--- src/rtl/nand_seq_pkg.sv ---
package nand_seq_pkg;
  localparam int COL_W = 12;
  localparam int ROW_W = 24;

  typedef enum logic [2:0] {
    OP_ID = 3'd0, OP_READ = 3'd1, OP_PROG = 3'd2, OP_ERASE = 3'd3, OP_STAT = 3'd4
  } op_e;

  typedef enum logic [2:0] {
    BK_NONE, BK_CMD, BK_ADDR, BK_WDATA, BK_RDATA
  } busKind_e;

  // per-cycle strobes from control to datapath
  typedef struct packed {
    logic       cap;      // latch request fields
    busKind_e   kind;     // kind of pin cycle in progress
    logic       low;      // strobe-low phase
    logic       emit;     // read byte goes to host
    logic [7:0] cmd;      // command byte
    logic [2:0] addrIdx;  // address byte selector, 5 = constant zero
  } busStrobe_t;

  localparam logic [1:0] RES_OK      = 2'd0;
  localparam logic [1:0] RES_FAIL    = 2'd1;
  localparam logic [1:0] RES_TIMEOUT = 2'd2;

  localparam logic [7:0] CMD_READ1  = 8'h00;
  localparam logic [7:0] CMD_READ2  = 8'h30;
  localparam logic [7:0] CMD_PROG1  = 8'h80;
  localparam logic [7:0] CMD_PROG2  = 8'h10;
  localparam logic [7:0] CMD_ERASE1 = 8'h60;
  localparam logic [7:0] CMD_ERASE2 = 8'hD0;
  localparam logic [7:0] CMD_STATUS = 8'h70;
  localparam logic [7:0] CMD_ID     = 8'h90;
endpackage

--- src/rtl/nand_seq_ctrl.sv ---
module nand_seq_ctrl
  import nand_seq_pkg::*;
#(
  parameter int LEN_W       = 12,
  parameter int LOAD_CYCLES = 5000,
  parameter int POLL_LIMIT  = 1000
) (
  input  logic             clk,
  input  logic             rstN,
  input  logic             reqValid,
  input  logic [2:0]       reqOp,
  input  logic [LEN_W-1:0] reqLen,
  input  logic             statReady,
  input  logic             statFail,
  output logic             busy,
  output logic             done,
  output logic [1:0]       result,
  output logic             wrReady,
  output busStrobe_t       stb
);
  localparam int WAIT_W = $clog2(LOAD_CYCLES + 1);
  localparam int POLL_W = $clog2(POLL_LIMIT + 1);

  typedef enum logic [3:0] {
    S_IDLE, S_CMD1, S_ADDR, S_WDATA, S_CMD2, S_LOAD, S_SCMD, S_POLL, S_RDATA, S_DONE
  } state_e;

  state_e            state;
  op_e               op;
  logic [1:0]        ph;
  logic [2:0]        addrIdx;
  logic [LEN_W-1:0]  len, cnt;
  logic [WAIT_W-1:0] waitCnt;
  logic [POLL_W-1:0] pollCnt;
  logic              accept;

  assign accept = reqValid && (reqOp <= 3'd4);
  assign busy   = (state != S_IDLE);
  assign done   = (state == S_DONE);

  always_comb begin
    stb     = '0;
    wrReady = 1'b0;
    unique case (state)
      S_IDLE: stb.cap = accept;
      S_CMD1: begin
        stb.kind = BK_CMD;
        stb.low  = (ph == 2'd0);
        unique case (op)
          OP_ID:    stb.cmd = CMD_ID;
          OP_READ:  stb.cmd = CMD_READ1;
          OP_PROG:  stb.cmd = CMD_PROG1;
          OP_ERASE: stb.cmd = CMD_ERASE1;
          default:  stb.cmd = CMD_STATUS;
        endcase
      end
      S_CMD2: begin
        stb.kind = BK_CMD;
        stb.low  = (ph == 2'd0);
        unique case (op)
          OP_READ: stb.cmd = CMD_READ2;
          OP_PROG: stb.cmd = CMD_PROG2;
          default: stb.cmd = CMD_ERASE2;
        endcase
      end
      S_SCMD: begin
        stb.kind = BK_CMD;
        stb.low  = (ph == 2'd0);
        stb.cmd  = CMD_STATUS;
      end
      S_ADDR: begin
        stb.kind    = BK_ADDR;
        stb.low     = (ph == 2'd0);
        stb.addrIdx = (op == OP_ID) ? 3'd5 : addrIdx;
      end
      S_WDATA: begin
        stb.kind = BK_WDATA;
        stb.low  = (ph == 2'd0);
        wrReady  = (ph == 2'd0);
      end
      S_POLL, S_RDATA: begin
        if (ph != 2'd2) begin
          stb.kind = BK_RDATA;
          stb.low  = (ph == 2'd0);
          stb.emit = (state == S_RDATA);
        end
      end
      default: ;
    endcase
  end

  always_ff @(posedge clk or negedge rstN) begin
    if (!rstN) begin
      state   <= S_IDLE;
      op      <= OP_STAT;
      ph      <= 2'd0;
      addrIdx <= 3'd0;
      len     <= '0;
      cnt     <= '0;
      waitCnt <= '0;
      pollCnt <= '0;
      result  <= RES_OK;
    end else begin
      unique case (state)
        S_IDLE: if (accept) begin
          op     <= op_e'(reqOp);
          len    <= reqLen;
          result <= RES_OK;
          ph     <= 2'd0;
          state  <= S_CMD1;
        end
        S_CMD1: if (ph == 2'd0) ph <= 2'd1;
        else begin
          ph <= 2'd0;
          unique case (op)
            OP_STAT:  begin cnt <= '0; state <= S_RDATA; end
            OP_ERASE: begin addrIdx <= 3'd2; state <= S_ADDR; end
            OP_ID:    begin addrIdx <= 3'd4; state <= S_ADDR; end
            default:  begin addrIdx <= 3'd0; state <= S_ADDR; end
          endcase
        end
        S_ADDR: if (ph == 2'd0) ph <= 2'd1;
        else begin
          ph <= 2'd0;
          if (addrIdx == 3'd4) begin
            unique case (op)
              OP_ID:   begin cnt <= LEN_W'(4); state <= S_RDATA; end
              OP_PROG: begin cnt <= len - 1'b1; state <= S_WDATA; end
              default: state <= S_CMD2;
            endcase
          end else addrIdx <= addrIdx + 3'd1;
        end
        S_WDATA: if (ph == 2'd0) ph <= 2'd1;
        else begin
          ph <= 2'd0;
          if (cnt == '0) state <= S_CMD2;
          else cnt <= cnt - 1'b1;
        end
        S_CMD2: if (ph == 2'd0) ph <= 2'd1;
        else begin
          ph <= 2'd0;
          if (op == OP_READ) begin waitCnt <= '0; state <= S_LOAD; end
          else state <= S_SCMD;
        end
        S_LOAD: if (waitCnt == WAIT_W'(LOAD_CYCLES - 1)) begin
          cnt   <= len - 1'b1;
          ph    <= 2'd0;
          state <= S_RDATA;
        end else waitCnt <= waitCnt + 1'b1;
        S_SCMD: if (ph == 2'd0) ph <= 2'd1;
        else begin
          ph      <= 2'd0;
          pollCnt <= '0;
          state   <= S_POLL;
        end
        S_POLL: if (ph != 2'd2) ph <= ph + 2'd1;
        else begin
          ph <= 2'd0;
          if (statReady) begin
            result <= statFail ? RES_FAIL : RES_OK;
            state  <= S_DONE;
          end else if (pollCnt == POLL_W'(POLL_LIMIT - 1)) begin
            result <= RES_TIMEOUT;
            state  <= S_DONE;
          end else pollCnt <= pollCnt + 1'b1;
        end
        S_RDATA: if (ph != 2'd2) ph <= ph + 2'd1;
        else begin
          ph <= 2'd0;
          if (cnt == '0) state <= S_DONE;
          else cnt <= cnt - 1'b1;
        end
        S_DONE: state <= S_IDLE;
        default: state <= S_IDLE;
      endcase
    end
  end
endmodule

--- src/rtl/nand_seq_dp.sv ---
module nand_seq_dp
  import nand_seq_pkg::*;
#(
  parameter int PAGE_BITS = 6
) (
  input  logic             clk,
  input  logic             rstN,
  input  busStrobe_t       stb,
  input  logic             busy,
  input  logic [2:0]       reqOp,
  input  logic [ROW_W-1:0] reqRow,
  input  logic [COL_W-1:0] reqCol,
  input  logic             chipSel,
  input  logic [7:0]       wrData,
  input  logic [7:0]       ioIn,
  output logic [7:0]       rdData,
  output logic             rdValid,
  output logic             ceN,
  output logic             cle,
  output logic             ale,
  output logic             weN,
  output logic             reN,
  output logic [7:0]       ioOut,
  output logic             ioOe
);
  localparam logic [ROW_W-1:0] ROW_MASK = {{(ROW_W-PAGE_BITS){1'b1}}, {PAGE_BITS{1'b0}}};

  logic [ROW_W-1:0] rowQ;
  logic [COL_W-1:0] colQ;
  logic             selQ, emitQ, isWrite;
  logic [7:0]       addrByte;

  assign isWrite = (stb.kind == BK_CMD) || (stb.kind == BK_ADDR) || (stb.kind == BK_WDATA);
  assign ceN     = ~(busy && selQ);

  always_comb begin
    unique case (stb.addrIdx)
      3'd0:    addrByte = colQ[7:0];
      3'd1:    addrByte = {4'h0, colQ[11:8]};
      3'd2:    addrByte = rowQ[7:0];
      3'd3:    addrByte = rowQ[15:8];
      3'd4:    addrByte = rowQ[23:16];
      default: addrByte = 8'h00;
    endcase
  end

  always_ff @(posedge clk or negedge rstN) begin
    if (!rstN) begin
      rowQ <= '0; colQ <= '0; selQ <= 1'b0;
      cle <= 1'b0; ale <= 1'b0; weN <= 1'b1; reN <= 1'b1;
      ioOut <= 8'h00; ioOe <= 1'b0;
      emitQ <= 1'b0; rdData <= 8'h00; rdValid <= 1'b0;
    end else begin
      if (stb.cap) begin
        rowQ <= (reqOp == OP_ERASE) ? (reqRow & ROW_MASK) : reqRow;
        colQ <= reqCol;
        selQ <= chipSel;
      end
      cle   <= (stb.kind == BK_CMD);
      ale   <= (stb.kind == BK_ADDR);
      weN   <= ~(stb.low && isWrite);
      reN   <= ~(stb.low && (stb.kind == BK_RDATA));
      ioOe  <= isWrite;
      emitQ <= stb.emit;
      if (stb.kind == BK_CMD) ioOut <= stb.cmd;
      else if (stb.kind == BK_ADDR) ioOut <= addrByte;
      else if (stb.kind == BK_WDATA && stb.low) ioOut <= wrData;
      if (!reN) rdData <= ioIn;
      rdValid <= !reN && emitQ;
    end
  end
endmodule

--- src/rtl/nand_op_seq.sv ---
module nand_op_seq
  import nand_seq_pkg::*;
#(
  parameter int LEN_W       = 12,
  parameter int PAGE_BITS   = 6,
  parameter int LOAD_CYCLES = 5000,
  parameter int POLL_LIMIT  = 1000
) (
  input  logic             clk,
  input  logic             rstN,
  input  logic             reqValid,
  input  logic [2:0]       reqOp,
  input  logic [ROW_W-1:0] reqRow,
  input  logic [COL_W-1:0] reqCol,
  input  logic [LEN_W-1:0] reqLen,
  input  logic             chipSel,
  output logic             busy,
  output logic             done,
  output logic [1:0]       result,
  input  logic [7:0]       wrData,
  output logic             wrReady,
  output logic [7:0]       rdData,
  output logic             rdValid,
  output logic             nandCeN,
  output logic             nandCle,
  output logic             nandAle,
  output logic             nandWeN,
  output logic             nandReN,
  output logic [7:0]       nandIoOut,
  output logic             nandIoOe,
  input  logic [7:0]       nandIoIn
);
  busStrobe_t stb;

  nand_seq_ctrl #(.LEN_W(LEN_W), .LOAD_CYCLES(LOAD_CYCLES), .POLL_LIMIT(POLL_LIMIT)) ctrl_i (
    .clk(clk), .rstN(rstN), .reqValid(reqValid), .reqOp(reqOp), .reqLen(reqLen),
    .statReady(rdData[6]), .statFail(rdData[0]),
    .busy(busy), .done(done), .result(result), .wrReady(wrReady), .stb(stb)
  );

  nand_seq_dp #(.PAGE_BITS(PAGE_BITS)) dp_i (
    .clk(clk), .rstN(rstN), .stb(stb), .busy(busy), .reqOp(reqOp), .reqRow(reqRow),
    .reqCol(reqCol), .chipSel(chipSel), .wrData(wrData), .ioIn(nandIoIn),
    .rdData(rdData), .rdValid(rdValid), .ceN(nandCeN), .cle(nandCle), .ale(nandAle),
    .weN(nandWeN), .reN(nandReN), .ioOut(nandIoOut), .ioOe(nandIoOe)
  );
endmodule

--- config.mk ---
export PLATFORM = sky130hd
export DESIGN_NAME = nand_op_seq
export DESIGN_NICKNAME = d
export VERILOG_FILES = /design/src/rtl/nand_seq_pkg.sv /design/src/rtl/nand_seq_ctrl.sv /design/src/rtl/nand_seq_dp.sv /design/src/rtl/nand_op_seq.sv
export SDC_FILE = /design/constraint.sdc
export NUM_CORES = 1
export LEC_CHECK = 0
export ABC_AREA = 1
export BUFFER_PORTS_ARGS = -buffer_cell sky130_fd_sc_hd__clkbuf_2
export CAP_MARGIN = 30
export CELL_PAD_IN_SITES_DETAIL_PLACEMENT = 1
export CELL_PAD_IN_SITES_GLOBAL_PLACEMENT = 2
export CORE_AREA = 2 2 144 146
export CTS_CLUSTER_DIAMETER = 40
export DETAILED_ROUTE_END_ITERATION = 8
export DIE_AREA = 0 0 146 148
export PLACE_DENSITY_LB_ADDON = 0.1
export SYNTH_ARGS = -nofsm -noshare
export SYNTH_HDL_FRONTEND = slang
export SYNTH_HIERARCHICAL = 1
export SYNTH_SLANG_ARGS = --single-unit
--- constraint.sdc ---
create_clock -name clk -period 3.75 [get_ports clk]
set_input_delay 0 -clock clk [delete_from_list [all_inputs] [get_ports clk]]
set_output_delay 0 -clock clk [all_outputs]
set_load 0.05 [all_outputs]
==> impl_metrics.py <==
metrics = {
    "synthesis": {
        "syn_std_cell_area_mm2": 0.007096,
        "largest_area_contributor_in_the_synthesized_netlist": "dfrtp_1",
        "synth_top_cells_by_area": "dfrtp_1 42%, nand2_1 14%, nand3_1 6.4%",
        "synth_top_area_frac": 0.4162,
        "part_of_the_yosys_area_used_for_sequential_elements": 0.4273,
        "synth_warnings": 6,
        "synthDistinctLibCells": 43,
        "post_synth.cell_area_avg_um2": 7.806,
        "synth-seq-cells": 121,
        "synth_cells": 909,
    },
    "global_routing": {
        "grt_antenna_before_repair": 0,
        "grtUsageTotal": 0.2106,
        "pin_count_of_the_biggest_net_entering_global_routing": 58,
        "vias_in_the_first_global_route": 6966,
        "grt_first_pass_wirelength_mm": 36.34,
        "globalRouteOverflowTotal": 0,
    },
    "pwr": {
        "p_total_mw": 7.128,
        "total_leakage_power_nw": 4.438,
        "power.ir.vdd_worst_v": 0.0004476,
        "power-per-cell-area_mw_per_mm2": 782.0,
    },
    "place": {
        "buffer_ports.inserted": 98,
        "detailed_place_hpwl_mm": 15.49,
        "globalplace.congestion": 0.8428,
        "placed_cells_incl_taps": 1259,
    },
    "route": {
        "drt_pass1_iterations": 4,
        "detail_route.wl_per_cell_um": 16.04,
        "route.vias.total": 6508,
        "via_per_inst": 4.785,
        "detail_route_antenna_nets": 0,
        "detail_route.iter0.violations": 293,
        "drc": 0,
        "route.final.wire_length_mm": 21.81,
    },
    "sta": {
        "final_setup_vio_count": 0,
        "finalCritPeriodShare": 0.7117,
        "clock_skew_ns": 0.01448,
        "max_slew_violation_count": 0,
        "slew-limit-headroom": 0.6392,
        "layout_min_cycle_time_ns": 2.669,
        "hold_viol": 0,
        "max_freq_mhz": 374.7,
        "tightestPinTransition_ns": 0.5400,
        "hold_ws_ns": 0.04579,
        "fin_tns_setup_ns": 0,
        "rsz0062_at_grt": "false",
    },
    "finish": {
        "fillCellCount": 2490,
        "antenna-diode-count": 0,
        "fin_cells": 1360,
        "drive_above_1_share": 0.2229,
        "synthesis_to_layout_area_growth_pct": 28.46,
        "postLayoutCoreUtil": 0.4549,
        "final_cell_mix": "257 x nand2_1, 118 x dfrtp_1, 97 x clkbuf_2",
        "fin_nets": 1155,
        "most_frequent_standard_cell_in_the_layout_excluding_fill_and_tap_cells": "nand2_1",
    },
    "worst_setup_path": {
        "crit_path_start_kind": "flip-flop",
        "cp.required_ns": 4.06,
        "setup.worst_path.end_class": "flip-flop",
        "timing.critical_path.cells": "inv_1 > nor2_4 > nand2_4 > clkinv_4 > a21oi_1 > nor2_1 > nor2_1 > nand2_1 > inv_1 > o21ai_1 > nand2_1 > nand2_1 > nand2_1",
        "crit_arrival_ns": 2.98,
        "regToRegSetupSlack_ns": 1.08,
        "critical_path_peak_fanout": 13,
        "critPathMostFrequentCell": "nand2_1",
        "critPathKind": "flip-flop to flip-flop",
        "timing.critical_path.slowest_stage_cell": "dfrtp_1",
        "cp_slowest_stage_delay_ns": 0.58,
    },
    "run": {
        "timing.max_cap.violations": 0,
    },
    "clocking": {
        "cts.clk_slew.worst_paths_ns": 0.06,
        "post_cts_resize_count": 0,
        "cts_inserted_buffers": 17,
        "clkLatencyLatePin_ns": 0.42,
        "cts.sinks": 121,
        "tritoncts_clock_tree": "yes",
        "htree_num_levels": 4,
        "cts.root.buffer_cell": "clkbuf_16",
        "clock_tree.buffer_depth": 2,
    },
    "status": {
        "outcome": "finished clean",
    },
    "floorplan": {
        "floorplan.rows": 52,
        "top_level_ports": 99,
        "initial_core_util": 0.3541,
        "die_y_um": 148,
        "floorplan.die_area_mm2": 0.02161,
        "floorplan.core_area_mm2": 0.02004,
        "floorplan.die.width_um": 146,
    },
    "hold_path": {
        "hold_path.class": "primary input to async pin",
    },
}
==> metal layers <==
metal | GRT usage | part of all wire | up-vias | wire length, um
met5 | 0 | 0 | - | 0
met4 | 0.04806 | 0.0079 | 0 | 173
met3 | 0.03302 | 0.027 | 14 | 588
met2 | 0.3653 | 0.50 | 100 | 10810
met1 | 0.2783 | 0.47 | 3121 | 10240
li1 | - | - | 3273 | -
==> state kept, by name (all words and copies together) (netlist names), 2 cells and up <==
name / cells
ctrl_i/op: 3
ctrl_i/cnt: 12
ctrl_i/pollCnt: 10
ctrl_i/state: 4
ctrl_i/len: 12
dp_i/rdData: 8
ctrl_i/waitCnt: 13
ctrl_i/result: 2
ctrl_i/ph: 2
dp_i/rowQ: 24
ctrl_i/addrIdx: 3
dp_i/ioOut: 8
dp_i/colQ: 12
==> layout make-up <==
| type | count | area, um2 | area share |
|---|---|---|---|
| inverter | 104 | 400.4 | 0.04393 |
| timing repair buffer | 173 | 1274 | 0.1397 |
| sequential | 121 | 3032 | 0.3326 |
| multi-input combinational | 660 | 3478 | 0.3816 |
| clock buffer | 17 | 425.4 | 0.04667 |
| tap | 270 | 337.8 | 0.03706 |
| clock inverter | 15 | 167.7 | 0.01839 |
==> repair_timing <==
item / CTS / global route
hold endpoints to repair: 186 / 0
buffers inserted: 0 / 0
hold buffers: 69 / 0
==> kinds of logic after synthesis <==
group	Yosys count	share of synthesized area
adders and majority gates	7	0.01234
other	1	0.0005285
buffers and inverters	131	0.08482
AOI/OAI and AO/OA	116	0.09222
DFF	121	0.4273
muxes	31	0.04920
xor gates and xnor gates	15	0.01852
and+or+nand+nor	487	0.3151
==> Yosys cell counts <==
cell	n
o21ai_0	61
nand4_2	2
conb_1	1
nand3_2	3
nor3_2	1
nand4_1	14
nor3_1	11
xnor2_1	1
nand2_2	7
buf_6	8
dfstp_2	3
o22ai_1	2
xor2_1	14
mux2_2	31
a21oi_2	2
dfrtp_1	118
ha_1	7
inv_2	15
o2111ai_1	1
nor2_2	14
nand3_1	91
buf_4	8
a21o_1	1
inv_1	86
nand4_4	1
inv_4	2
clkbuf_1	3
o211ai_1	1
o22ai_2	3
nand2_1	257
o21bai_1	5
nand2_4	6
o31ai_1	2
a21oi_1	13
o21ai_1	21
nor2_4	8
o21ai_2	4
clkinv_4	1
buf_2	8
nor2_1	67
nand3b_4	1
nand3b_1	1
or2_2	3
==> stage by stage <==
stage	instance area, um2	setup WS (ns)
2_1_floorplan	7107	1.417
3_3_place_gp	7804	1.130
3_5_place_dp	7831	1.072
4_1_cts	9115	1.067
5_1_grt	9115	0.8331
6_report	9115	1.081
==> critical path, delay by kind of cell, from the launching register on <==
family,cells,cell delay (ns)
flip-flops,1,0.58
buffers and inverters,3,0.45
AO/OA/AOI/OAI,2,0.23
AND/OR/NAND/NOR,8,1.30
==> power by group <==
part           internal [mW]  switching [mW]
logic                   1.03            2.27
clock network          0.991           0.686
registers               1.79           0.361
==> path summary, 6_finish.rpt <==
| check | end | depth (start not counted) | start |
|---|---|---|---|
| setup / recovery | dp_i/ioOut[4] | 13 | ctrl_i/state[2] |
| hold / removal | dp_i/rdData[7] | 2 | rstN |
| setup reg to reg | dp_i/ioOut[4] | 13 | ctrl_i/state[2] |
| hold reg to reg | dp_i/rdValid | 2 | dp_i/emitQ |
| max in group asynchronous | ctrl_i/op[2] | 3 | rstN |
| min in group clk | ctrl_i/len[8] | 5 | reqValid |
Power figures use the tool's default switching activity.
